$ cat src/rtl/fi_pkg.sv
package fi_pkg;

  typedef enum logic [1:0] {
    FT_NONE  = 2'b00,
    FT_LOW   = 2'b01,
    FT_HIGH  = 2'b10,
    FT_FLIP  = 2'b11
  } fault_t;

  typedef enum logic [1:0] {
    DM_OFF    = 2'b00,
    DM_ONCE   = 2'b01,
    DM_REPEAT = 2'b10,
    DM_HOLD   = 2'b11
  } dur_t;

  // Value a node takes once its fault is active.
  function automatic logic forced_bit(input fault_t ft, input logic v);
    case (ft)
      FT_LOW:  forced_bit = 1'b0;
      FT_HIGH: forced_bit = 1'b1;
      FT_FLIP: forced_bit = ~v;
      default: forced_bit = v;
    endcase
  endfunction

  // Index of the neighbouring node, with wraparound.
  function automatic int unsigned next_node(input int unsigned idx, input int unsigned n);
    next_node = (idx + 1 >= n) ? 0 : idx + 1;
  endfunction

endpackage

$ cat src/rtl/fi_cmd_shift.sv
module fi_cmd_shift #(
  parameter int W = 18
) (
  input  logic         clk,
  input  logic         rst_n,
  input  logic         ser_in,
  input  logic         shift_en,
  output logic [W-1:0] word
);
  always_ff @(posedge clk or negedge rst_n) begin
    if (!rst_n)        word <= '0;
    else if (shift_en) word <= {word[W-2:0], ser_in};
  end
endmodule

$ cat src/rtl/fi_decoder.sv
module fi_decoder #(
  parameter int N     = 32,
  parameter int IDX_W = 5
) (
  input  logic [IDX_W-1:0] idx,
  input  logic             multi,
  input  logic             enable,
  output logic [N-1:0]     mask
);
  import fi_pkg::*;

  always_comb begin
    mask = '0;
    if (enable && (int'(idx) < N)) begin
      mask[idx] = 1'b1;
      if (multi) mask[next_node(int'(idx), N)] = 1'b1;
    end
  end
endmodule

$ cat src/rtl/fi_arm.sv
module fi_arm #(
  parameter int N     = 32,
  parameter int PER_W = 8
) (
  input  logic              clk,
  input  logic              rst_n,
  input  logic              apply,
  input  logic [N-1:0]      mask_in,
  input  fi_pkg::fault_t    ftype_in,
  input  fi_pkg::dur_t      mode_in,
  input  logic [PER_W-1:0]  period_in,
  output logic [N-1:0]      mask_q,
  output fi_pkg::fault_t    ftype_q,
  output fi_pkg::dur_t      mode_q,
  output logic [PER_W-1:0]  period_q,
  output logic              live
);
  import fi_pkg::*;

  logic [PER_W-1:0] phase;

  always_ff @(posedge clk or negedge rst_n) begin
    if (!rst_n) begin
      mask_q   <= '0;
      ftype_q  <= FT_NONE;
      mode_q   <= DM_OFF;
      period_q <= '0;
      phase    <= '0;
    end else if (apply) begin
      mask_q   <= mask_in;
      ftype_q  <= ftype_in;
      mode_q   <= mode_in;
      period_q <= period_in;
      phase    <= '0;
    end else begin
      if (mode_q == DM_ONCE) mode_q <= DM_OFF;
      if (mode_q == DM_REPEAT) phase <= (phase >= period_q) ? '0 : phase + 1'b1;
    end
  end

  always_comb begin
    live = (mode_q != DM_OFF) && (ftype_q != FT_NONE);
    if (mode_q == DM_REPEAT) live = live && (phase == '0);
  end
endmodule

$ cat src/rtl/fi_force_cell.sv
module fi_force_cell (
  input  logic           sel,
  input  logic           live,
  input  fi_pkg::fault_t ftype,
  input  logic           d,
  output logic           q
);
  import fi_pkg::*;

  assign q = (sel && live) ? forced_bit(ftype, d) : d;
endmodule

$ cat src/rtl/fault_inject_top.sv
module fault_inject_top #(
  parameter int N     = 32,
  parameter int PER_W = 8
) (
  input  logic         clk,
  input  logic         rst_n,
  input  logic         ser_in,
  input  logic         shift_en,
  input  logic         apply,
  input  logic [N-1:0] node_in,
  output logic [N-1:0] node_out
);
  import fi_pkg::*;

  localparam int IDX_W = (N > 1) ? $clog2(N) : 1;
  localparam int CMD_W = IDX_W + 2 + 2 + PER_W + 1;
  localparam int P_LO  = 1;
  localparam int M_LO  = P_LO + PER_W;
  localparam int T_LO  = M_LO + 2;
  localparam int I_LO  = T_LO + 2;

  logic [CMD_W-1:0] cmd_word;
  logic [N-1:0]     dec_mask;
  logic [N-1:0]     sel_mask;
  fault_t           ftype_new, ftype_q;
  dur_t             mode_new, mode_q;
  logic [PER_W-1:0] period_q;
  logic             fault_live;
  logic             dec_en;

  fi_cmd_shift #(.W(CMD_W)) shift_i (
    .clk(clk), .rst_n(rst_n), .ser_in(ser_in), .shift_en(shift_en), .word(cmd_word)
  );

  assign ftype_new = fault_t'(cmd_word[T_LO +: 2]);
  assign mode_new  = dur_t'(cmd_word[M_LO +: 2]);
  assign dec_en    = (ftype_new != FT_NONE) && (mode_new != DM_OFF);

  fi_decoder #(.N(N), .IDX_W(IDX_W)) dec_i (
    .idx(cmd_word[I_LO +: IDX_W]), .multi(cmd_word[0]), .enable(dec_en), .mask(dec_mask)
  );

  fi_arm #(.N(N), .PER_W(PER_W)) arm_i (
    .clk(clk), .rst_n(rst_n), .apply(apply),
    .mask_in(dec_mask), .ftype_in(ftype_new), .mode_in(mode_new),
    .period_in(cmd_word[P_LO +: PER_W]),
    .mask_q(sel_mask), .ftype_q(ftype_q), .mode_q(mode_q),
    .period_q(period_q), .live(fault_live)
  );

  for (genvar g = 0; g < N; g++) begin : g_cell
    fi_force_cell cell_i (
      .sel(sel_mask[g]), .live(fault_live), .ftype(ftype_q),
      .d(node_in[g]), .q(node_out[g])
    );
  end
endmodule

$ cat config.mk
export PLATFORM = sky130hd
export DESIGN_NAME = fault_inject_top
export DESIGN_NICKNAME = d
export VERILOG_FILES = /design/src/rtl/fi_pkg.sv /design/src/rtl/fi_cmd_shift.sv /design/src/rtl/fi_decoder.sv /design/src/rtl/fi_arm.sv /design/src/rtl/fi_force_cell.sv /design/src/rtl/fault_inject_top.sv
export SDC_FILE = /design/constraint.sdc
export NUM_CORES = 1
export LEC_CHECK = 0
export BUFFER_PORTS_ARGS = -buffer_cell sky130_fd_sc_hd__buf_2
export CAP_MARGIN = 20
export CORE_MARGIN = 4
export CORE_UTILIZATION = 35
export DETAILED_ROUTE_END_ITERATION = 8
export HOLD_SLACK_MARGIN = 0.05
export PLACE_DENSITY = 0.65
export SYNTH_ARGS = -nofsm -noshare
export SYNTH_HDL_FRONTEND = slang
export SYNTH_SLANG_ARGS = --single-unit
$ cat constraint.sdc
create_clock -name clk -period 2 [get_ports clk]
set_clock_uncertainty 0.05 [all_clocks]
set_input_delay 0.1 -clock clk [delete_from_list [all_inputs] [get_ports clk]]
set_output_delay 0.1 -clock clk [all_outputs]
set_load 0.01 [all_outputs]
# --- Word-level counts from Yosys, hierarchy flattened ---
# Index checks and enable logic that the tools add are counted.
op_classes:
  n_addsub: 2
  n_lt_le_gt_ge: 6
  n_eq_ne: 5
  muxes: 77
  bitwise: 33
  n_reduce_logical: 44
op_table:
  columns: ["operator", "n"]
  rows:
  - ["32-bit 2-to-1 mux", 3]
  - ["1-bit case mux with 3 select lines", 32]
  - ["1-bit logical AND", 37]
  - ["1-bit 2-to-1 mux", 35]
  - ["32-bit by 1-bit >= comparator with 1-bit output, second input constant", 1]
  - ["32-bit by 6-bit >= comparator with 1-bit output, second input constant", 1]
  - ["32-bit by 6-bit less-than comparator with 1-bit output, second input constant", 1]
  - ["1-bit NOT", 32]
  - ["32-bit OR", 1]
  - ["8-bit 2-to-1 mux", 3]
  - ["2-bit nonzero test", 6]
  - ["1-bit demux with 5-bit select", 2]
  - ["8-bit by 1-bit adder with 8-bit output, second input constant", 1]
  - ["8-bit >= comparator", 1]
  - ["8-bit zero test", 1]
  - ["5-bit by 1-bit adder with 6-bit output, second input constant", 1]
  - ["2-bit == test, second input constant", 3]
  - ["5-bit by 6-bit less-than comparator with 1-bit output, second input constant", 1]
  - ["5-bit by 1-bit >= comparator with 1-bit output, second input constant", 1]
  - ["2-bit by 1-bit == test with 1-bit output, second input constant", 2]
  - ["2-bit 2-to-1 mux", 2]
word_totals:
  reg_bits: 70
  input_bits: 37
  out_inout_bits: 32
  elab_cells: 173

# --- Longest topological paths before layout ---
# Gate-level depths: netlist of the first run.
logic_depth:
  ltp_word: 10
  ltp_mapped: 10
  depth_no_buf: 7

# --- Modules after synthesis ---
# From an unflattened synthesis of the first run, not the netlist that was laid out.
hier_totals:
  hier_cells: 387
  area_unflattened_um2: 4172.8
modules_own_cells:
  columns: ["module", "instances", "cells_per_inst", "area_per_inst_um2", "seq_area_each_um2"]
  rows:
  - ["fi_arm", 1, 179, 2287.2, 1301.2]
  - ["fi_cmd_shift", 1, 38, 721.9, 450.4]
  - ["fi_decoder", 1, 105, 674.4, 0.0]
  - ["fi_force_cell", 32, 2, 15.0, 0.0]
  - ["fault_inject_top", 1, 1, 8.8, 0.0]

# --- Least setup slack after synthesis of the first run ---
# Ideal clock, no wire load.
synth_path:
  path_type: "flip-flop to flip-flop"
  from: "reg arm_i.phase[5]"
  to: "reg arm_i.phase[4]"
  setup_ps: 82
  arrival_ps: 1643
  t_required_ps: 1868
  path_slack_ps: 225
  stages_incl_launch_ff: 8
  path_buffers: 1
  synth_period_minus_slack_ps: 1775
  path_cell_list: "dfrtp_1 -> ha_1 -> a211oi_1 -> o2111ai_1 -> a21oi_1 -> buf_4 -> nand2b_1 -> a31oi_1"
synth_between:
  elab_chain_len: 4
synth_rtl:
  columns: ["item", "line_no", "text"]
  rows:
  - ["start: declaration", "fi_arm.sv:20", "logic [PER_W-1:0] phase;"]
  - ["start signal: assignment", "fi_arm.sv:37", "if (mode_q == DM_REPEAT) phase <= (phase >= period_q) ? '0 : phase + 1'b1;"]
  - ["8-bit >= comparator", "fi_arm.sv:37", null]
  - ["8-bit 2-to-1 mux (2 in a row)", "fi_arm.sv:37", null]
  - ["8-bit 2-to-1 mux", "fi_arm.sv:29", "end else if (apply) begin"]
# Every way passes these cells. The select of a mux whose other input is x is not followed.
# A chain may end at the register's enable or synchronous reset.

# --- Worst setup path after layout of the first run ---
layout_path:
  from: "reg arm_i.phase[1]"
  to: "out node_out[15]"
layout_between:
  elab_chain_len: 5
layout_rtl:
  columns: ["item", "line_no", "text"]
  rows:
  - ["8-bit zero test", "fi_arm.sv:43", "if (mode_q == DM_REPEAT) live = live && (phase == '0);"]
  - ["1-bit logical AND", "fi_arm.sv:43", null]
  - ["1-bit 2-to-1 mux", "fi_arm.sv:43", null]
  - ["1-bit logical AND", "fi_force_cell.sv:10", "assign q = (sel && live) ? forced_bit(ftype, d) : d;"]
  - ["1-bit 2-to-1 mux", "fi_force_cell.sv:10", null]
  - ["end: declaration", "fault_inject_top.sv:11", "output logic [N-1:0] node_out"]
# Every way passes these cells.

==> results of run 1 <==
worst min-delay path by stage:
| stage | from | to | slack, ps | cells past startpoint |
|---|---|---|---|---|
| after floorplan | rst_n | arm_i.ftype_q[0] | -250 | 0 |
| after global placement | rst_n | shift_i.word[6] | 60 | 1 |
| after detailed placement | rst_n | shift_i.word[4] | 70 | 1 |
| after CTS | shift_en | shift_i.word[17] | 180 | 2 |
| after global routing | shift_en | shift_i.word[16] | 230 | 2 |
| final | shift_en | shift_i.word[17] | 180 | 2 |
placed cells by master (no fill, tap or decap), drive strengths merged, types with 3 or more instances in the layout:
cell type    synthesis  final
xnor2                3      3
and3                 7      7
buf                 46     93
o21ai               18     18
nand2               36     36
clkbuf               9     13
o22ai                8      8
dfrtp               70     70
a31oi               36     36
mux2                19     19
dlygate4sd3          0      3
a21oi               39     39
ha                  14     14
nor2                 9      9
inv                 18     18
a22oi                3      3
o221ai              29     29
a32oi                3      3
nor2b                3      3
nand2b              35     35
nand3                5      5
metrics by stage:
step                hold WS [ps]  power [mW]  setup WS [ps]  TNS [ps]  utilization [%]
global route                 230        6.46           -323     -9360             43.8
finish                       179        6.10           -222     -5770             43.8
floorplan                   -246        3.40            225         0                -
CTS                          184        5.92           -229     -6500             42.8
detailed placement          69.1        3.91           10.8         0             38.7
global placement            57.9        3.80            137         0             38.7
final cells by class:
cell class	count	area, sq um	area share [%]
inverter	18	67.6	1.33
tap	143	179	3.53
sequential	70	1750	34.6
clock buffer	12	267	5.26
multi-input combinational	283	2110	41.5
clock inverter	4	53.8	1.06
timing repair buffer	97	642	12.7
flip-flops by register name, summed over array words and instances (netlist names):
| register | flops |
|---|---|
| arm_i.ftype_q | 2 |
| arm_i.mask_q | 32 |
| arm_i.mode_q | 2 |
| arm_i.period_q | 8 |
| arm_i.phase | 8 |
| shift_i.word | 18 |
cells by family after synthesis:
| kind of cell | after synthesis | share of synthesized area (%) |
|---|---|---|
| AO/OA/AOI/OAI | 144 | 24.8 |
| AND/OR/NAND/NOR | 101 | 12.7 |
| buffers and inverters | 73 | 10.5 |
| flip-flops | 70 | 41.7 |
| multiplexers | 19 | 5.09 |
| adder cells (fa/ha/maj) | 15 | 4.41 |
| XOR/XNOR | 4 | 0.834 |
where the power goes:
part	leakage (nW)	switching [mW]	total, mW	internal [mW]
Combinational	1.13	1.32	2.39	1.07
Clock	0.151	0.601	1.67	1.07
Sequential	0.918	0.317	2.04	1.72
Total	2.20	2.24	6.10	3.86
layer usage:
layer | global-route usage, % | wire, um
met4 | 6.74 | 342
met1 | 19.1 | 4670
met5 | 0 | 0
met2 | 23.6 | 4810
met3 | 3.51 | 669
what timing repair did:
item | in CTS | in global routing
cloned | 2 | 2
pin swaps | 3 | 11
endpoints found under the hold margin | 27 | 0
hold buffers | 3 | 0
gates resized for setup | 9 | 22
setup endpoints to repair | 32 | 38
buffers inserted | 6 | 4
==> results.py, run 1 <==
metrics = {
    "critical_path": {
        "crit_arrival_ps": 2070,
        "reg2regPathDepth": 9,
        "worstSetupStartpointType": "flip-flop",
        "crit_path_max_fanout": 8,
        "reg2reg_to": "arm_i.phase[5]",
        "critPathBufInv": 4,
        "cpMostUsedCell": "a21oi_2",
        "crit_family": "buffers and inverters",
        "r2r_start": "arm_i.phase[1]",
        "cp-end-kind": "output port",
        "path_depth": 10,
        "path_cells": "inv_2 > ha_4 > nor4b_4 > a21oi_2 > nor2b_4 > buf_6 > buf_12 > a21oi_2 > a31oi_1 > buf_2",
        "endpoint": "node_out[15]",
        "critPathRequiredTime_ps": 1850,
        "critical_path_class": "flip-flop to output port",
        "reg2reg_slack_ps": 50,
        "crit_start": "arm_i.phase[1]",
        "cp_slowest_cell": "dfrtp_1",
        "max_stage_delay_ps": 400,
    },
    "grt": {
        "grt_pass1_wl_um": 16900,
        "grt_usage_pct": 14.8,
        "grt_max_degree": 50,
        "grt_pass1_vias": 3316,
        "antenna_found_initial": 0,
        "grt_overflow": 0,
    },
    "floorplan": {
        "core-area_sq_mm": 0.0116,
        "die-height_um": 118,
        "chipWidth_um": 118,
        "start_util_pct": 36.3,
        "ioPinCount": 69,
        "rows": 39,
        "dieArea_sq_mm": 0.0138,
    },
    "route": {
        "firstDrtPassIters": 4,
        "wl_um": 10500,
        "drc_errors": 0,
        "postRouteAntennaNets": 0,
        "wl_per_cell_um": 16.7,
        "drt-initial-drc-count": 256,
        "vias": 3492,
        "viasPerCell": 5.57,
    },
    "flow_run": {
        "cap_violations": 0,
    },
    "synthesis": {
        "synth_cells": 426,
        "synth-seq-cells": 70,
        "synth_flop_cell": "dfrtp_1",
        "synth_edf_count": 0,
        "netlist.area_leader.share_pct": 41.7,
        "synth_cell_types": 39,
        "syn_area_sq_mm": 0.00420,
        "synth_area_per_cell_sq_um": 9.86,
        "synth_nets": 477,
        "ys_seq_area_share_pct": 41.7,
        "synth.largest_area_cell": "dfrtp_1",
        "async_flop_share_pct": 100,
        "ys_top_cells_by_area": "dfrtp_1, buf_4, o221ai_1",
        "synth_common_cells": "dfrtp_1, nand2_1, buf_4, nand2b_1",
        "yosys.cell_count.top_type": "dfrtp_1",
        "yosysWarnings": 0,
    },
    "place": {
        "postPlaceCellArea_sq_mm": 0.00448,
        "post-dp-hpwl_um": 7070,
        "portBuffers": 68,
        "gp_congestion": 0.864,
        "dpl.cell_count": 595,
    },
    "timing": {
        "slew_headroom_pct": 63.7,
        "tightest_slew_ps": 545,
        "fmax_ghz": 0.450,
        "min_period_ps": 2220,
        "setup_viol": 32,
        "hold_viol": 0,
        "period_share_pct": 111,
        "setup_ws_ps": -222,
        "slew_viol_final": 0,
        "rsz0062_at_grt": "true",
    },
    "finish": {
        "nFillCells": 1082,
        "final_area_sq_mm": 0.00507,
        "diodes": 0,
        "fin_cells": 627,
        "drive_gt1_share_pct": 36.2,
        "syn_to_final_growth_pct": 20.6,
        "fin_nets": 530,
    },
    "clocking": {
        "clock-sinks": 70,
        "cts.path.max_buffers": 2,
        "clock_latency_ps": 330,
        "path_clk_slew_ps": 60,
        "cts_root_buf": "clkbuf_16",
        "cts_tree": "done",
        "h-tree-depth": 3,
        "numCtsBuffers": 9,
    },
    "power_and_ir_drop": {
        "cellPowerDensity_mw_per_mm2": 1200,
        "irDropWorstVdd_v": 0.000509,
        "p_leak_nw": 2.20,
    },
    "hold_path": {
        "min_path_type": "input pin to flip-flop",
    },
    "status": {
        "violations": "negative setup slack",
        "status": "complete, but fails checks",
    },
}
(Power assumes the default switching activity.)
==> run 2, diff against run 1 <==
--- a/config.mk
+++ b/config.mk
@@ -7,7 +7,6 @@
 export LEC_CHECK = 0
 export BUFFER_PORTS_ARGS = -buffer_cell sky130_fd_sc_hd__buf_2
 export CAP_MARGIN = 20
-export CORE_MARGIN = 4
 export CORE_UTILIZATION = 35
 export DETAILED_ROUTE_END_ITERATION = 8
 export HOLD_SLACK_MARGIN = 0.05
==> results.py, run 2 (same netlist as run 1, synthesis figures left out) <==
metrics = {
    "status": {
        "status": "complete, but fails checks",
        "violations": "design-rule violations, negative setup slack",
    },
    "critical_path": {
        "max_stage_delay_ps": 440,
        "crit_arrival_ps": 2140,
        "critPathRequiredTime_ps": 1850,
        "cp_slowest_cell": "dfrtp_2",
        "crit_path_max_fanout": 8,
        "worstSetupStartpointType": "flip-flop",
        "path_cells": "nor4b_2 > a21oi_2 > nor2b_2 > buf_6 > buf_12 > a21oi_2 > a31oi_2 > buf_2",
        "cp-end-kind": "output port",
        "critical_path_class": "flip-flop to output port",
        "cpMostUsedCell": "a21oi_2",
    },
    "clocking": {
        "h-tree-depth": 3,
        "numCtsBuffers": 9,
        "clock_latency_ps": 330,
        "clock-sinks": 70,
        "cts.path.max_buffers": 2,
        "cts_tree": "done",
        "cts_root_buf": "clkbuf_16",
        "path_clk_slew_ps": 60,
    },
    "finish": {
        "drive_gt1_share_pct": 38.9,
        "regMostFlops": "arm_i.mask_q",
        "diodes": 0,
        "fin_cells": 629,
        "syn_to_final_growth_pct": 23.9,
        "largest_reg_flops": 32,
        "fin_nets": 532,
        "layout_common_cells": "buf_2, dfrtp_1, nand2_1, nand2b_1, o221ai_1",
        "reg_top3": "arm_i.mask_q: 32 flops, shift_i.word: 18 flops",
        "final_util_pct": 45.0,
        "layout_commonest_cell": "buf_2",
    },
    "place": {
        "post-dp-hpwl_um": 6970,
        "dpl.cell_count": 596,
        "gp_congestion": 0.893,
        "portBuffers": 68,
    },
    "floorplan": {
        "core-area_sq_mm": 0.0116,
        "start_util_pct": 36.3,
        "dieArea_sq_mm": 0.0124,
        "ioPinCount": 69,
        "rows": 39,
        "die-height_um": 112,
        "chipWidth_um": 112,
    },
    "timing": {
        "fmax_ghz": 0.436,
        "hold_viol": 0,
        "period_share_pct": 115,
        "rsz0062_at_grt": "true",
        "setup_viol": 32,
        "slew_viol_final": 0,
        "tightest_slew_ps": 575,
        "min_period_ps": 2290,
        "setup_ws_ps": -294,
        "slew_headroom_pct": 61.7,
    },
    "route": {
        "drt-initial-drc-count": 303,
        "viasPerCell": 5.67,
        "drc_errors": 7,
        "wl_um": 11000,
        "firstDrtPassIters": 6,
        "wl_per_cell_um": 17.5,
        "postRouteAntennaNets": 0,
        "vias": 3566,
    },
    "power_and_ir_drop": {
        "power_frac_clock_pct": 25.2,
        "switching_share_pct": 38.3,
        "comb_power_share_pct": 41.9,
        "p_int_mw": 3.87,
        "p_leak_nw": 2.23,
        "cellPowerDensity_mw_per_mm2": 1200,
        "p_sw_mw": 2.40,
        "irDropWorstVdd_v": 0.000517,
        "seqPwrFrac_pct": 33.0,
    },
    "grt": {
        "antenna_found_initial": 0,
        "grt_usage_pct": 17.3,
        "grt_pass1_wl_um": 17000,
        "grt_pass1_vias": 3321,
        "grt_overflow": 0,
        "grt_max_degree": 48,
    },
    "hold_path": {
        "min_path_type": "input pin to flip-flop",
    },
    "flow_run": {
        "cap_violations": 0,
    },
}
run 2: changes by cell type in the layout (fill, tap and decap cells not counted), sizes merged:
cell and change:
clkinvlp -1, buf +2, dlygate4sd3 -1, clkinv +2
run 2: power groups by stage:
stage                     clock network (mW)  logic (mW)  registers, mW
after floorplan                            0        1.46           1.94
after global placement                     0        1.75           2.04
after detailed placement                   0        1.83           2.05
after CTS                               1.59        2.17           2.03
after global routing                    1.65        2.84           2.12
final                                   1.58        2.62           2.07
run 2: worst paths after layout:
check / cells after the start / from / end / slack, ps
setup / recovery: 8 / arm_i.phase[5] / node_out[22] / -290
hold / removal: 3 / apply / arm_i.period_q[2] / 160
setup reg to reg: 10 / arm_i.phase[0] / arm_i.phase[4] / 100
hold reg to reg: 2 / shift_i.word[6] / arm_i.period_q[5] / 450
max in group asynchronous: 3 / rst_n / arm_i.mask_q[30] / 990
min in group asynchronous: 2 / rst_n / shift_i.word[6] / 250
run 2: metal layers:
layer,GRT usage (%),vias to the layer above,wire [um]
met5,0,-,0
met4,6.76,0,235
met1,23.1,1760,4800
met3,3.32,18,682
li1,-,1658,-
met2,27.8,130,5270
run 2: layout make-up:
class                   instances  area (sq um)
clock buffers                  11           233
clock inverters                 5          60.1
fillers                      1025          6360
inverters                      18          67.6
multi-input cells             283          2210
flip-flops and latches         70          1760
well taps                     143           179
repair buffers                 99           699
run 2: worst max-delay path, delay by kind of cell (launching register included):
kind,cells,cell delay [ps]
flops,1,440
simple gates,2,550
compound gates,3,360
buf+inv,3,460
run 2: per-stage QoR:
step	worst slack [ps]	hold WS (ps)	cell area (sq um)	setup TNS [ps]	total power [mW]
floorplan	225	-246	4200	0	3.40
global placement	74.0	80.6	4500	0	3.79
detailed placement	24.8	83.7	4500	0	3.89
CTS	-258	159	4920	-7820	5.79
global route	-372	174	5200	-10490	6.61
finish	-294	162	5200	-8160	6.26
run 2: what timing repair did:
item | 4_1_cts | 5_1_grt
resized for setup | 7 | 41
hold endpoints to repair | 24 | 0
pin swaps | 1 | 27
setup endpoints to repair | 32 | 47
hold buffers | 2 | 0
setup buffers | 5 | 4
cloned | 2 | 4
==> run 3, diff against run 2 <==
--- a/config.mk
+++ b/config.mk
@@ -11,6 +11,7 @@
 export DETAILED_ROUTE_END_ITERATION = 8
 export HOLD_SLACK_MARGIN = 0.05
 export PLACE_DENSITY = 0.65
+export RECOVER_POWER = 100
 export SYNTH_ARGS = -nofsm -noshare
 export SYNTH_HDL_FRONTEND = slang
 export SYNTH_SLANG_ARGS = --single-unit
==> results.py, run 3 (same netlist as run 1, synthesis figures left out) <==
metrics = {
    "clocking": {
        "h-tree-depth": 3,
        "path_clk_slew_ps": 60,
        "cts_tree": "done",
        "numCtsBuffers": 9,
        "clock_latency_ps": 330,
        "cts.path.max_buffers": 2,
        "clock-sinks": 70,
        "cts_root_buf": "clkbuf_16",
    },
    "timing": {
        "setup_ws_ps": -308,
        "slew_viol_final": 0,
        "fin_tns_setup_ps": -8460,
        "hold_viol": 0,
        "setup_viol": 32,
        "rsz0062_at_grt": "true",
        "slew_headroom_pct": 11.6,
        "tightest_slew_ps": 1330,
        "min_period_ps": 2310,
        "fmax_ghz": 0.433,
        "period_share_pct": 115,
    },
    "route": {
        "drc_errors": 7,
        "vias": 3538,
        "firstDrtPassIters": 6,
        "viasPerCell": 5.62,
        "postRouteAntennaNets": 0,
        "wl_per_cell_um": 17.5,
        "drt-initial-drc-count": 289,
        "wl_um": 11000,
    },
    "power_and_ir_drop": {
        "cellPowerDensity_mw_per_mm2": 1210,
        "power_mw": 6.24,
        "irDropWorstVdd_v": 0.000521,
        "p_leak_nw": 2.22,
    },
    "finish": {
        "fin_nets": 532,
        "regMostFlops": "arm_i.mask_q",
        "syn_to_final_growth_pct": 23.3,
        "diodes": 0,
        "largest_reg_flops": 32,
        "drive_gt1_share_pct": 37.7,
        "reg_top3": "arm_i.mask_q: 32 flops, shift_i.word: 18 flops",
        "layout_common_cells": "dfrtp_1, buf_2, nand2_1, nand2b_1, o221ai_1",
    },
    "place": {
        "gp_congestion": 0.893,
        "portBuffers": 68,
        "post-dp-hpwl_um": 6970,
    },
    "critical_path": {
        "crit_start": "arm_i.phase[5]",
        "r2r_start": "arm_i.phase[0]",
        "critPathRequiredTime_ps": 1850,
        "crit_path_max_fanout": 8,
        "worstSetupStartpointType": "flip-flop",
        "critical_path_class": "flip-flop to output port",
        "crit_arrival_ps": 2160,
        "cp-end-kind": "output port",
    },
    "hold_path": {
        "worst_hold_startpoint": "apply",
        "min_path_type": "input pin to flip-flop",
    },
    "grt": {
        "grt_usage_pct": 17.3,
        "grt_max_degree": 48,
        "grt_overflow": 0,
        "grt_pass1_wl_um": 17000,
        "antenna_found_initial": 0,
        "grt_pass1_vias": 3321,
    },
    "flow_run": {
        "cap_violations": 0,
    },
    "status": {
        "violations": "design-rule violations, negative setup slack",
        "status": "complete, but fails checks",
    },
    "floorplan": {
        "dieArea_sq_mm": 0.0124,
        "chipWidth_um": 112,
        "start_util_pct": 36.3,
        "core-area_sq_mm": 0.0116,
        "die-height_um": 112,
        "ioPinCount": 69,
        "rows": 39,
    },
}
[run 3: cell count changes in the layout (fill, tap and decap cells not counted), sizes merged]
cell / previous run / this run
clkbuf: 13 / 16
buf: 95 / 92
[run 3: what timing repair did]
item	in CTS	in global routing
endpoints found under the hold margin	24	0
resized for setup	7	41
setup endpoints to repair	32	47
gates cloned	2	4
hold buffers	2	0
setup buffers	5	4
pin swaps	1	27
[run 3: layer usage]
metal,GRT usage [%],vias to the layer above,share of wire [%]
met4,6.76,0,2.2
met3,3.32,18,5.7
met5,0,-,0
li1,-,1656,-
met2,27.8,122,48
met1,23.1,1742,44
[run 3: cell type report]
class                   instances  area, sq um
clock inverters                 5         60.1
well taps                     143          179
flip-flops and latches         70         1750
inverters                      18         67.6
fillers                      1031         6380
repair buffers                 99          683
clock buffers                  11          233
multi-input cells             283         2200
[run 3: metrics by stage]
| stage | area, sq um | cells | util [%] | hold WS [ps] | setup slack (ps) |
|---|---|---|---|---|---|
| 2_1_floorplan | 4200 | 426 | - | -246 | 225 |
| 3_3_place_gp | 4500 | 596 | 38.9 | 80.6 | 74.0 |
| 3_5_place_dp | 4500 | 596 | 38.9 | 83.7 | 24.8 |
| 4_1_cts | 4920 | 621 | 42.6 | 159 | -258 |
| 5_1_grt | 5180 | 629 | 44.8 | 174 | -372 |
| 6_report | 5180 | 629 | 44.8 | 159 | -308 |
[run 3: worst max-delay path: stages (launching register included)]
cell,delay [ps]
dfrtp_2,440
nor4b_2,390
a21oi_2,120
nor2b_2,170
buf_6,150
buf_12,140
a21oi_2,60
a31oi_2,180
buf_2,170
[run 3: worst paths after layout]
check | to | slack (ps) | cells past startpoint
worst max-delay path | node_out[22] | -310 | 8
worst max register to register | arm_i.phase[7] | 10 | 10
max in group asynchronous | arm_i.mask_q[29] | 300 | 3
worst min register to register | arm_i.period_q[5] | 450 | 2
min in group asynchronous | shift_i.word[6] | 540 | 2
worst min-delay path | arm_i.period_q[2] | 160 | 3
[run 3: report_power, final]
group	total [mW]	internal, mW	leakage (nW)	switching [mW]
sequential	2.06	1.72	0.918	0.337
clock	1.58	0.968	0.140	0.615
combinational	2.60	1.15	1.16	1.45
total	6.24	3.85	2.22	2.40
